### src/rtl/hsb_pkg.sv
package hsb_pkg;

  // Transaction sequencer states
  typedef enum logic [1:0] {
    ST_IDLE = 2'd0,  // waiting for a host request
    ST_ACT  = 2'd1,  // transaction running: wait count, then a beat
    ST_GAP  = 2'd2,  // enforced quiet cycles after a transaction
    ST_HOLD = 2'd3   // backed off, bus granted to the host
  } hsb_state_e;

endpackage

### src/rtl/hsb_mem.sv
module hsb_mem #(
  parameter int AW = 6,
  parameter int DW = 32
) (
  input  logic          clk,
  input  logic          en,
  input  logic          we,
  input  logic [AW-1:0] addr,
  input  logic [DW-1:0] wdata,
  output logic [DW-1:0] rdata
);

  localparam int WORDS = 1 << AW;

  logic [DW-1:0] store [WORDS];
  logic [DW-1:0] rdata_q;

  // Single-port array with a registered read; write and read are exclusive.
  always_ff @(posedge clk) begin
    if (en && we) begin
      store[addr] <= wdata;
    end
    if (en && !we) begin
      rdata_q <= store[addr];
    end
  end

  assign rdata = rdata_q;

endmodule

### src/rtl/hsb_seq.sv
module hsb_seq
  import hsb_pkg::*;
#(
  parameter int AW     = 6,
  parameter int WAIT_W = 4,
  parameter int IDLE_W = 4
) (
  input  logic              clk,
  input  logic              rst_n,
  input  logic [WAIT_W-1:0] cfg_wait,
  input  logic [IDLE_W-1:0] cfg_idle,
  input  logic              req,
  input  logic              we_in,
  input  logic [AW-1:0]     addr_in,
  input  logic              burst,
  input  logic              backoff,
  output logic              beat_o,
  output logic              beat_we_o,
  output logic [AW-1:0]     addr_o,
  output logic              grant_o,
  output logic              flush_o
);

  localparam int CW = (WAIT_W > IDLE_W) ? WAIT_W : IDLE_W;

  hsb_state_e    state_q, state_d;
  logic [CW-1:0] cnt_q, cnt_d;
  logic [AW-1:0] addr_q, addr_d;
  logic [AW-1:0] start_q;
  logic          we_q;
  logic          pend_q, pend_d;
  logic          addr_en;
  logic          load_en;
  logic          beat;

  // A beat needs an active transaction, an expired wait count and no back-off.
  assign beat = (state_q == ST_ACT) && (cnt_q == '0) && !backoff;

  always_comb begin
    state_d = state_q;
    cnt_d   = cnt_q;
    addr_d  = addr_q;
    pend_d  = pend_q;
    addr_en = 1'b0;
    load_en = 1'b0;
    unique case (state_q)
      ST_IDLE: begin
        if (backoff) begin
          state_d = ST_HOLD;
          pend_d  = 1'b0;
        end else if (req) begin
          state_d = ST_ACT;
          cnt_d   = CW'(cfg_wait);
          addr_d  = addr_in;
          addr_en = 1'b1;
          load_en = 1'b1;
        end
      end
      ST_ACT: begin
        if (backoff) begin
          state_d = ST_HOLD;
          pend_d  = 1'b1;
        end else if (cnt_q != '0) begin
          cnt_d = cnt_q - CW'(1);
        end else if (burst) begin
          cnt_d   = CW'(cfg_wait);
          addr_d  = addr_q + AW'(1);
          addr_en = 1'b1;
        end else if (cfg_idle != '0) begin
          state_d = ST_GAP;
          cnt_d   = CW'(cfg_idle) - CW'(1);
        end else begin
          state_d = ST_IDLE;
        end
      end
      ST_GAP: begin
        if (backoff) begin
          state_d = ST_HOLD;
          pend_d  = 1'b0;
        end else if (cnt_q == '0) begin
          state_d = ST_IDLE;
        end else begin
          cnt_d = cnt_q - CW'(1);
        end
      end
      ST_HOLD: begin
        if (!backoff) begin
          if (pend_q) begin
            state_d = ST_ACT;
            cnt_d   = CW'(cfg_wait);
            addr_d  = start_q;
            addr_en = 1'b1;
            pend_d  = 1'b0;
          end else begin
            state_d = ST_IDLE;
          end
        end
      end
      default: state_d = ST_IDLE;
    endcase
  end

  always_ff @(posedge clk or negedge rst_n) begin
    if (!rst_n) begin
      state_q <= ST_IDLE;
      cnt_q   <= '0;
      addr_q  <= '0;
      start_q <= '0;
      we_q    <= 1'b0;
      pend_q  <= 1'b0;
    end else begin
      state_q <= state_d;
      cnt_q   <= cnt_d;
      pend_q  <= pend_d;
      if (addr_en) begin
        addr_q <= addr_d;
      end
      if (load_en) begin
        start_q <= addr_in;
        we_q    <= we_in;
      end
    end
  end

  assign beat_o    = beat;
  assign beat_we_o = beat && we_q;
  assign addr_o    = addr_q;
  assign grant_o   = (state_q == ST_HOLD);
  assign flush_o   = backoff || (state_q == ST_HOLD);

  AST_ADDR_STEP: assert property (@(posedge clk) disable iff (!rst_n)
    (beat && burst) |=> (addr_q == AW'($past(addr_q) + AW'(1))))
    else $error("burst address did not advance by one word");

  AST_WAIT_SPACING: assert property (@(posedge clk) disable iff (!rst_n)
    (beat && burst && (cfg_wait != '0)) |=> !beat)
    else $error("beat came without the programmed wait");

  AST_GAP_BLOCKS: assert property (@(posedge clk) disable iff (!rst_n)
    (state_q == ST_GAP) |=> (state_q != ST_ACT))
    else $error("request accepted during idle gap");

  AST_GRANT_HELD: assert property (@(posedge clk) disable iff (!rst_n)
    (grant_o && backoff) |=> grant_o)
    else $error("grant dropped while back-off still high");

  AST_RETRY_ORIGIN: assert property (@(posedge clk) disable iff (!rst_n)
    (grant_o && !backoff && pend_q) |=> ((state_q == ST_ACT) && (addr_q == start_q)))
    else $error("retry did not restart at the start address");

endmodule

### src/rtl/hsb_rdpipe.sv
module hsb_rdpipe #(
  parameter int DW       = 32,
  parameter int MAX_PIPE = 3,
  parameter int PIPE_W   = 2
) (
  input  logic              clk,
  input  logic              rst_n,
  input  logic              issue,
  input  logic              flush,
  input  logic [PIPE_W-1:0] cfg_pipe,
  input  logic [DW-1:0]     in_data,
  output logic              out_valid,
  output logic [DW-1:0]     out_data
);

  logic          v_w [MAX_PIPE+1];
  logic [DW-1:0] d_w [MAX_PIPE+1];
  logic          v0_q;

  // Stage 0 lines up with the memory's registered read output.
  always_ff @(posedge clk or negedge rst_n) begin
    if (!rst_n) begin
      v0_q <= 1'b0;
    end else begin
      v0_q <= issue && !flush;
    end
  end

  assign v_w[0] = v0_q;
  assign d_w[0] = in_data;

  for (genvar gi = 1; gi <= MAX_PIPE; gi++) begin : g_stage
    logic          v_q;
    logic [DW-1:0] d_q;
    logic          d_en;

    assign d_en = v_w[gi-1];

    always_ff @(posedge clk or negedge rst_n) begin
      if (!rst_n) begin
        v_q <= 1'b0;
        d_q <= '0;
      end else begin
        v_q <= v_w[gi-1] && !flush;
        if (d_en) begin
          d_q <= d_w[gi-1];
        end
      end
    end

    assign v_w[gi] = v_q;
    assign d_w[gi] = d_q;
  end

  // Output tap picked by the depth setting; out-of-range values take the last stage.
  always_comb begin
    out_valid = v_w[MAX_PIPE];
    out_data  = d_w[MAX_PIPE];
    for (int i = 0; i < MAX_PIPE; i++) begin
      if (int'(cfg_pipe) == i) begin
        out_valid = v_w[i];
        out_data  = d_w[i];
      end
    end
  end

  AST_FLUSH_DROPS: assert property (@(posedge clk) disable iff (!rst_n)
    flush |=> !out_valid)
    else $error("read data survived a back-off flush");

endmodule

### src/rtl/hsb_port.sv
module hsb_port #(
  parameter  int AW       = 6,
  parameter  int DW       = 32,
  parameter  int WAIT_W   = 4,
  parameter  int IDLE_W   = 4,
  parameter  int MAX_PIPE = 3,
  localparam int PIPE_W   = $clog2(MAX_PIPE + 1)
) (
  input  logic              clk,
  input  logic              rst_n,
  input  logic [WAIT_W-1:0] cfg_wait_cyc,
  input  logic [IDLE_W-1:0] cfg_idle_cyc,
  input  logic [PIPE_W-1:0] cfg_pipe_depth,
  input  logic              hst_req,
  input  logic              hst_we,
  input  logic [AW-1:0]     hst_addr,
  input  logic [DW-1:0]     hst_wdata,
  input  logic              hst_burst,
  input  logic              hst_backoff,
  output logic              hst_rdy,
  output logic [DW-1:0]     hst_rdata,
  output logic              hst_rvalid,
  output logic              hst_data_oe,
  output logic              hst_grant
);

  logic          beat;
  logic          beat_we;
  logic [AW-1:0] mem_addr;
  logic          flush;
  logic [DW-1:0] mem_rdata;
  logic          rd_valid;

  hsb_seq #(
    .AW     (AW),
    .WAIT_W (WAIT_W),
    .IDLE_W (IDLE_W)
  ) u_seq (
    .clk       (clk),
    .rst_n     (rst_n),
    .cfg_wait  (cfg_wait_cyc),
    .cfg_idle  (cfg_idle_cyc),
    .req       (hst_req),
    .we_in     (hst_we),
    .addr_in   (hst_addr),
    .burst     (hst_burst),
    .backoff   (hst_backoff),
    .beat_o    (beat),
    .beat_we_o (beat_we),
    .addr_o    (mem_addr),
    .grant_o   (hst_grant),
    .flush_o   (flush)
  );

  hsb_mem #(
    .AW (AW),
    .DW (DW)
  ) u_mem (
    .clk   (clk),
    .en    (beat),
    .we    (beat_we),
    .addr  (mem_addr),
    .wdata (hst_wdata),
    .rdata (mem_rdata)
  );

  hsb_rdpipe #(
    .DW       (DW),
    .MAX_PIPE (MAX_PIPE),
    .PIPE_W   (PIPE_W)
  ) u_rdpipe (
    .clk       (clk),
    .rst_n     (rst_n),
    .issue     (beat && !beat_we),
    .flush     (flush),
    .cfg_pipe  (cfg_pipe_depth),
    .in_data   (mem_rdata),
    .out_valid (rd_valid),
    .out_data  (hst_rdata)
  );

  assign hst_rdy     = beat;
  assign hst_rvalid  = rd_valid;
  assign hst_data_oe = rd_valid;

  AST_GRANT_QUIET: assert property (@(posedge clk) disable iff (!rst_n)
    hst_grant |-> (!hst_rdy && !hst_data_oe))
    else $error("port active on the bus while grant is high");

endmodule

### config.mk
export PLATFORM = sky130hd
export DESIGN_NAME = hsb_port
export DESIGN_NICKNAME = d
export VERILOG_FILES = /design/src/rtl/hsb_pkg.sv /design/src/rtl/hsb_mem.sv /design/src/rtl/hsb_seq.sv /design/src/rtl/hsb_rdpipe.sv /design/src/rtl/hsb_port.sv
export SDC_FILE = /design/constraint.sdc
export NUM_CORES = 2
export LEC_CHECK = 0
export CAP_MARGIN = 20
export CELL_PAD_IN_SITES_DETAIL_PLACEMENT = 0
export CELL_PAD_IN_SITES_GLOBAL_PLACEMENT = 1
export CORE_ASPECT_RATIO = 1.4
export CORE_UTILIZATION = 59
export DETAILED_ROUTE_END_ITERATION = 12
export DONT_BUFFER_PORTS = 1
export GPL_ROUTABILITY_DRIVEN = 0
export PLACE_DENSITY = 0.8
export SETUP_SLACK_MARGIN = 0.02
export SYNTH_ARGS = -nofsm -noshare
export SYNTH_HDL_FRONTEND = slang
export SYNTH_SLANG_ARGS = --single-unit
export TNS_END_PERCENT = 5
### constraint.sdc
create_clock -name clk -period 5.31 [get_ports clk]
set_input_delay 0.531 -clock clk [delete_from_list [all_inputs] [get_ports clk]]
set_output_delay 0.531 -clock clk [all_outputs]
set_load 0.02 [all_outputs]
== Word-level counts from Yosys, hierarchy flattened ==
Memory sizes are Yosys's and may differ from the RTL's. A register that Yosys moved wholly into a read port is not among the register bits.
Index checks and enable logic that the tools add are counted.

* Bits in registers: 120
* RAM bits: 2,048
* Input bits: 54
* Output and inout port bits: 36
* Logic and storage cells: 113
* Memories: 1

* $add $sub $neg: 3
* Equality and inequality tests: 21
* Mux-type cells: 51
* Reduce and logical (&&, ||, !) cells: 24

{| class="wikitable"
|+ Memories
! name !! words !! width !! rd ports !! clocked after memory_dff !! wr ports !! RTL line !! RTL
|-
| u_mem.store || 64 || 32 || 1 || 1 || 1 || hsb_mem.sv:15 || <nowiki>logic [DW-1:0] store [WORDS];</nowiki>
|}

{| class="wikitable"
|+ Operators with widths
! cell !! count
|-
| 32-bit 2-to-1 mux || 3
|-
| 6-bit 2-to-1 mux || 7
|-
| 4-bit 2-to-1 mux || 10
|-
| 2-bit 2-to-1 mux || 9
|-
| 2-bit != test, second input constant || 9
|-
| 6-bit case mux with 3 select lines || 1
|-
| 1-bit 2-to-1 mux || 17
|-
| 4-bit case mux with 4 select lines || 1
|-
| 1-bit logical AND || 9
|-
| 3-bit != test, second input constant || 3
|-
| 9-bit AND reduction || 1
|-
| 2-bit equality test, second input constant || 4
|-
| 2-bit case mux with 4 select lines || 1
|-
| 8-bit AND reduction || 1
|-
| 4-bit nonzero test || 2
|-
| 4-bit by 1-bit subtractor with 4-bit output, second input constant || 2
|-
| 6-bit by 1-bit adder with 6-bit output, second input constant || 1
|-
| 1-bit case mux with 3 select lines || 2
|-
| 5-bit AND reduction || 1
|-
| 2-bit zero test || 2
|-
| 4-bit zero test || 1
|-
| 2-bit by 1-bit != test with 1-bit output, second input constant || 2
|-
| 4-bit != test, second input constant || 1
|-
| 1-bit zero test || 3
|-
| other kinds (6) || 6
|}

== Longest topological paths before layout ==
* Depth after elaboration: 7
* Depth in mapped cells: 11
* Depth with buffers taken out: 8

== Cells and area by module ==
From an unflattened synthesis, not the netlist that was laid out.

* Cells, all modules: 4,860
* Area total of the unflattened synthesis: 84,554.8 sq um

{| class="wikitable"
|+ By module, submodules not included
! module !! times used !! cells an instance !! area each (sq um) !! sequential area each (sq um)
|-
| hsb_mem || 1 || 4,436 || 78,496.5 || 62,459.9
|-
| hsb_rdpipe || 1 || 253 || 4,514.3 || 2,502.4
|-
| hsb_seq || 1 || 169 || 1,522.7 || 500.5
|-
| hsb_port || 1 || 2 || 21.3 || 0.0
|}

== Worst setup path before layout ==
OpenSTA, ideal clock, no wires.

* Path kind: register to register
* From: register u_seq.cnt_q[0]
* To: memory u_mem.store[17][0], enable pin
* Setup time: 0.421 ns
* Arrival: 3.386 ns
* Data required time: 4.889 ns
* Path slack: 1.502 ns
* Cell stages (with the launch flop): 10
* Buffers on the path: 1
* Clock period less this slack: 3.808 ns
* Path through: dfrtp_1 -> inv_1 -> ha_1 -> or3b_1 -> clkbuf_1 -> or3_1 -> inv_1 -> and3_1 -> nand2_1 -> nor2_1

* Word-level cells in the longest chain between the ends: 7

{| class="wikitable"
|+ Ends and longest elaborated chain
! item !! RTL line !! RTL
|-
| start, declared || hsb_seq.sv:27 || <nowiki>logic [CW-1:0] cnt_q, cnt_d;</nowiki>
|-
| start signal, assigned || hsb_seq.sv:113 || <nowiki>cnt_q <= cnt_d;</nowiki>
|-
| 4-bit zero test * || hsb_seq.sv:37 || <nowiki>assign beat = (state_q == ST_ACT) && (cnt_q == '0) && !backoff;</nowiki>
|-
| 1-bit logical AND * (2 in series) || hsb_seq.sv:37 ||
|-
| net hst_rdy || hsb_port.sv:20 || <nowiki>output logic hst_rdy,</nowiki>
|-
| 1-bit logical AND || hsb_seq.sv:126 || <nowiki>assign beat_we_o = beat && we_q;</nowiki>
|-
| 1-bit logical AND * || hsb_mem.sv:20 || <nowiki>if (en && we) begin</nowiki>
|-
| 1-bit 2-to-1 mux * || hsb_mem.sv:20 ||
|-
| 1-bit 2-to-1 mux (not written as such) * || hsb_mem.sv:21 || <nowiki>store[addr] <= wdata;</nowiki>
|-
| end, declared || hsb_mem.sv:15 ||
|}

The timed path passes the listed nets; every way through them passes the cells marked *.

==> flow_summary.toml <==
[setup_path]
cp-end-kind = "register"
path_class = "register to register"
crit_fanout = 59
critPathMaxStageDelay_ns = 0.93
path_buf_inv = 3
cp_slowest_cell = "dfrtp_4"
cp_data_arrival_time_ns = 5.13
worst_setup_path_start_kind = "register"
cpMostUsedCell = "buf_4"
critPathTopFamily = "buffers and inverters"
path_cells = "buf_4 > buf_4 > mux2i_1 > o22ai_1 > nor4_1 > buf_4 > o311ai_0"
cp.required_ns = 5.84

[global_routing]
grt_max_degree = 121
grtUsageTotal_pct = 32.73
use_met3_pct = 6.679
use_met2_pct = 53.22
grt_first_pass_wirelength_um = 336700
grt_overflow = 0
use_met1_pct = 43.76
antenna_found_initial = 12
busiest_layer = "met2"
grt_pass1_vias = 46788

[sta]
final.setup.tns_ns = 0
max_slew_margin_pct = 20.48
fmax_mhz = 217.4
worst_slew_pin_slew_ns = 1.190
fin_worst_skew_ns = 0.02778
final-max-slew-violation-count = 0
rsz0062_at_grt = "no"
final-hold-violation-count = 0
holdWs_ns = 0.04672
finalSetupViolations = 0
period_minus_slack_ns = 4.600
period_share_pct = 86.63

[place]
dp.cells = 6569
dpl.hpwl_um = 143800
io_buffers = 0

[floorplanning]
dieArea_um2 = 144400
die_y_um = 449.2
row_count = 163
io_pins = 90
core_um2 = 141300
die_width_um = 321.4
start_util_pct = 59.63

[min_path]
worstHoldPathType = "input pin to register"

[outcome]
status = "complete, no violations"

[finish]
final_common_cell = "edfxtp_1"
area_delta_synth_final_pct = 12.32
n_fill_cell = 9150
final_cells = 6980
multi_input_area_um2 = 17650
fin_nets = 4976
seq_area_um2 = 65480
final_util_pct = 66.97
drive_gt1_share_pct = 15.80
layout_common_cells = "edfxtp_1, a22oi_1, a221oi_1, clkbuf_16, o22ai_1"

[clock_network]
clock_latency_ns = 0.85
cts_root_buf = "clkbuf_16"
tritoncts = "done"
cts_buffer_depth = 3
path_clk_slew_ns = 0.07
post_cts_resized = 0
clkSinkCount = 2200
cts_made_buffers = 193
cts_max_level = 4
postCtsSetupBuffers = 0

[logic_synthesis]
syn-num-nets = 4931
syn-cell-area_um2 = 84280
yosys-top-cells-area = "edfxtp_1, a22oi_1, dfrtp_1, a221oi_1, mux2_2"
synthFlopType = "edfxtp_1"
synth_top_area_cell = "edfxtp_1"
ys_async_sr_fraction_pct = 5.455
syn_avg_cell_area_um2 = 17.31
ys_warn_count = 0
synth_edf_count = 2080
yosysUniqueCellTypes = 62
ys_seq_elements = 2200
syn_inst = 4869
synth_top_area_share_pct = 74.11
seq_area_frac_synth_pct = 77.68

[route]
wl_um = 237300
viasPerCell = 7.004
initialDrtViolationCount = 7054
wl_per_cell_um = 34.00
dr.pass1.iters = 6
drcViolationCount = 0
drtAntennaViolNets = 0
vias = 48888

[power_and_ir_drop]
power.density_nw_per_um2 = 495.1
peakVddDrop_v = 0.0003575
p_leak_uw = 0.02985

[job]
max_cap_violations = 0
[sequential cells by signal (all words and copies together), names as in the netlist]
| signal | flops |
|---|---|
| u_mem.store | 2048 |
| u_rdpipe.g_stage.d_q | 96 |
| u_mem.rdata | 32 |
| u_seq.addr_o | 6 |
| u_seq.start_q | 6 |
| u_seq.cnt_q | 4 |
| u_rdpipe.g_stage.v_q | 3 |
| u_seq.state_q | 2 |
| u_rdpipe.g_stage.d_en | 1 |
| u_seq.pend_q | 1 |
| u_seq.we_q | 1 |
[worst reg2reg max path: stages, from the launching register on]
cell      delay, ns
dfrtp_4        0.93
buf_4          0.79
buf_4          0.53
mux2i_1        0.60
o22ai_1        0.30
nor4_1         0.76
buf_4          0.24
o311ai_0       0.16
[cells in the mapped netlist (7+ instances only)]
library cell  count
nand3b_1          9
dfrtp_1         120
o211ai_1         21
nor2_1          160
o2bb2ai_1         9
clkbuf_1        164
nand4_1           9
buf_6             8
and2_1            7
a221oi_1        252
o21ai_0         134
ha_1              8
inv_1            14
a22o_1           98
o221ai_1         20
a211oi_1         31
nor2b_1           9
mux4_2           63
nor3_1           60
or3_1            30
a21oi_1         184
buf_2           126
nand3_1          14
nor4_1           26
edfxtp_1       2080
a2111oi_0         8
a222oi_1         13
nand2_1         142
buf_1            63
mux2i_1         107
mux2_2          157
buf_4            12
nand2b_1          8
o22ai_1         186
a22oi_1         439
[what timing repair did]
action,in CTS,in global routing
hold endpoints to repair,2188,0
hold buffers,46,0
setup endpoints to repair,0,0
[kinds of logic after synthesis]
group,synth area share (%)
DFF,77.68
and+or+nand+nor,2.787
adders and majority gates,0.1188
AOI/OAI and AO/OA,12.25
buffers and inverters,2.035
muxes,5.088
xor gates and xnor gates,0.04158
[where the power goes]
part / total [µW] / switching, µW / leakage [µW] / internal (µW)
Clock: 14200 / 6230 / 0.00310 / 7940
Combinational: 12700 / 8600 / 0.00650 / 4150
Sequential: 19900 / 499 / 0.0203 / 19400
Total: 46900 / 15300 / 0.0299 / 31500
[per-layer routing]
metal	wire [µm]	vias up
li1	-	20268
met1	86000	24959
met2	116600	3172
met3	24860	481
met4	9749	8
met5	66	-
[path summary, 6_finish.rpt]
check,slack (ns),cells after the start,start,end
min,0.05,3,cfg_wait_cyc[2],u_seq.cnt_q[2]
min in group asynchronous,0.30,2,rst_n,u_seq.cnt_q[1]
min reg2reg,0.50,1,u_rdpipe.g_stage[3].d_q[8],u_rdpipe.g_stage[3].d_q[8]
max,0.71,7,u_seq.addr_o[1],u_mem.rdata[29]
max reg2reg,0.71,7,u_seq.addr_o[1],u_mem.rdata[29]
max in group asynchronous,4.47,2,rst_n,u_rdpipe.g_stage[2].d_q[20]
[cell type report]
type                       count  share of cell area (%)
clock buffer                 236                   5.363
inverter                      14                 0.05816
tap                         1897                   2.507
clock inverter               127                   1.350
sequential                  2200                   69.17
antenna                        1                0.002644
multi-input combinational   2282                   18.64
timing repair buffer         223                   2.908
[per-stage QoR]
| stage | setup slack [ns] | instance area, µm² | total power [µW] |
|---|---|---|---|
| 2_1_floorplan | 1.502 | 84280 | 27730 |
| 3_3_place_gp | 0.7510 | 87260 | 32170 |
| 3_5_place_dp | 0.8543 | 87260 | 32330 |
| 4_1_cts | 0.8407 | 94650 | 46670 |
| 5_1_grt | 0.6686 | 94660 | 48160 |
| 6_report | 0.7101 | 94660 | 46860 |
(Power assumes the default switching activity.)
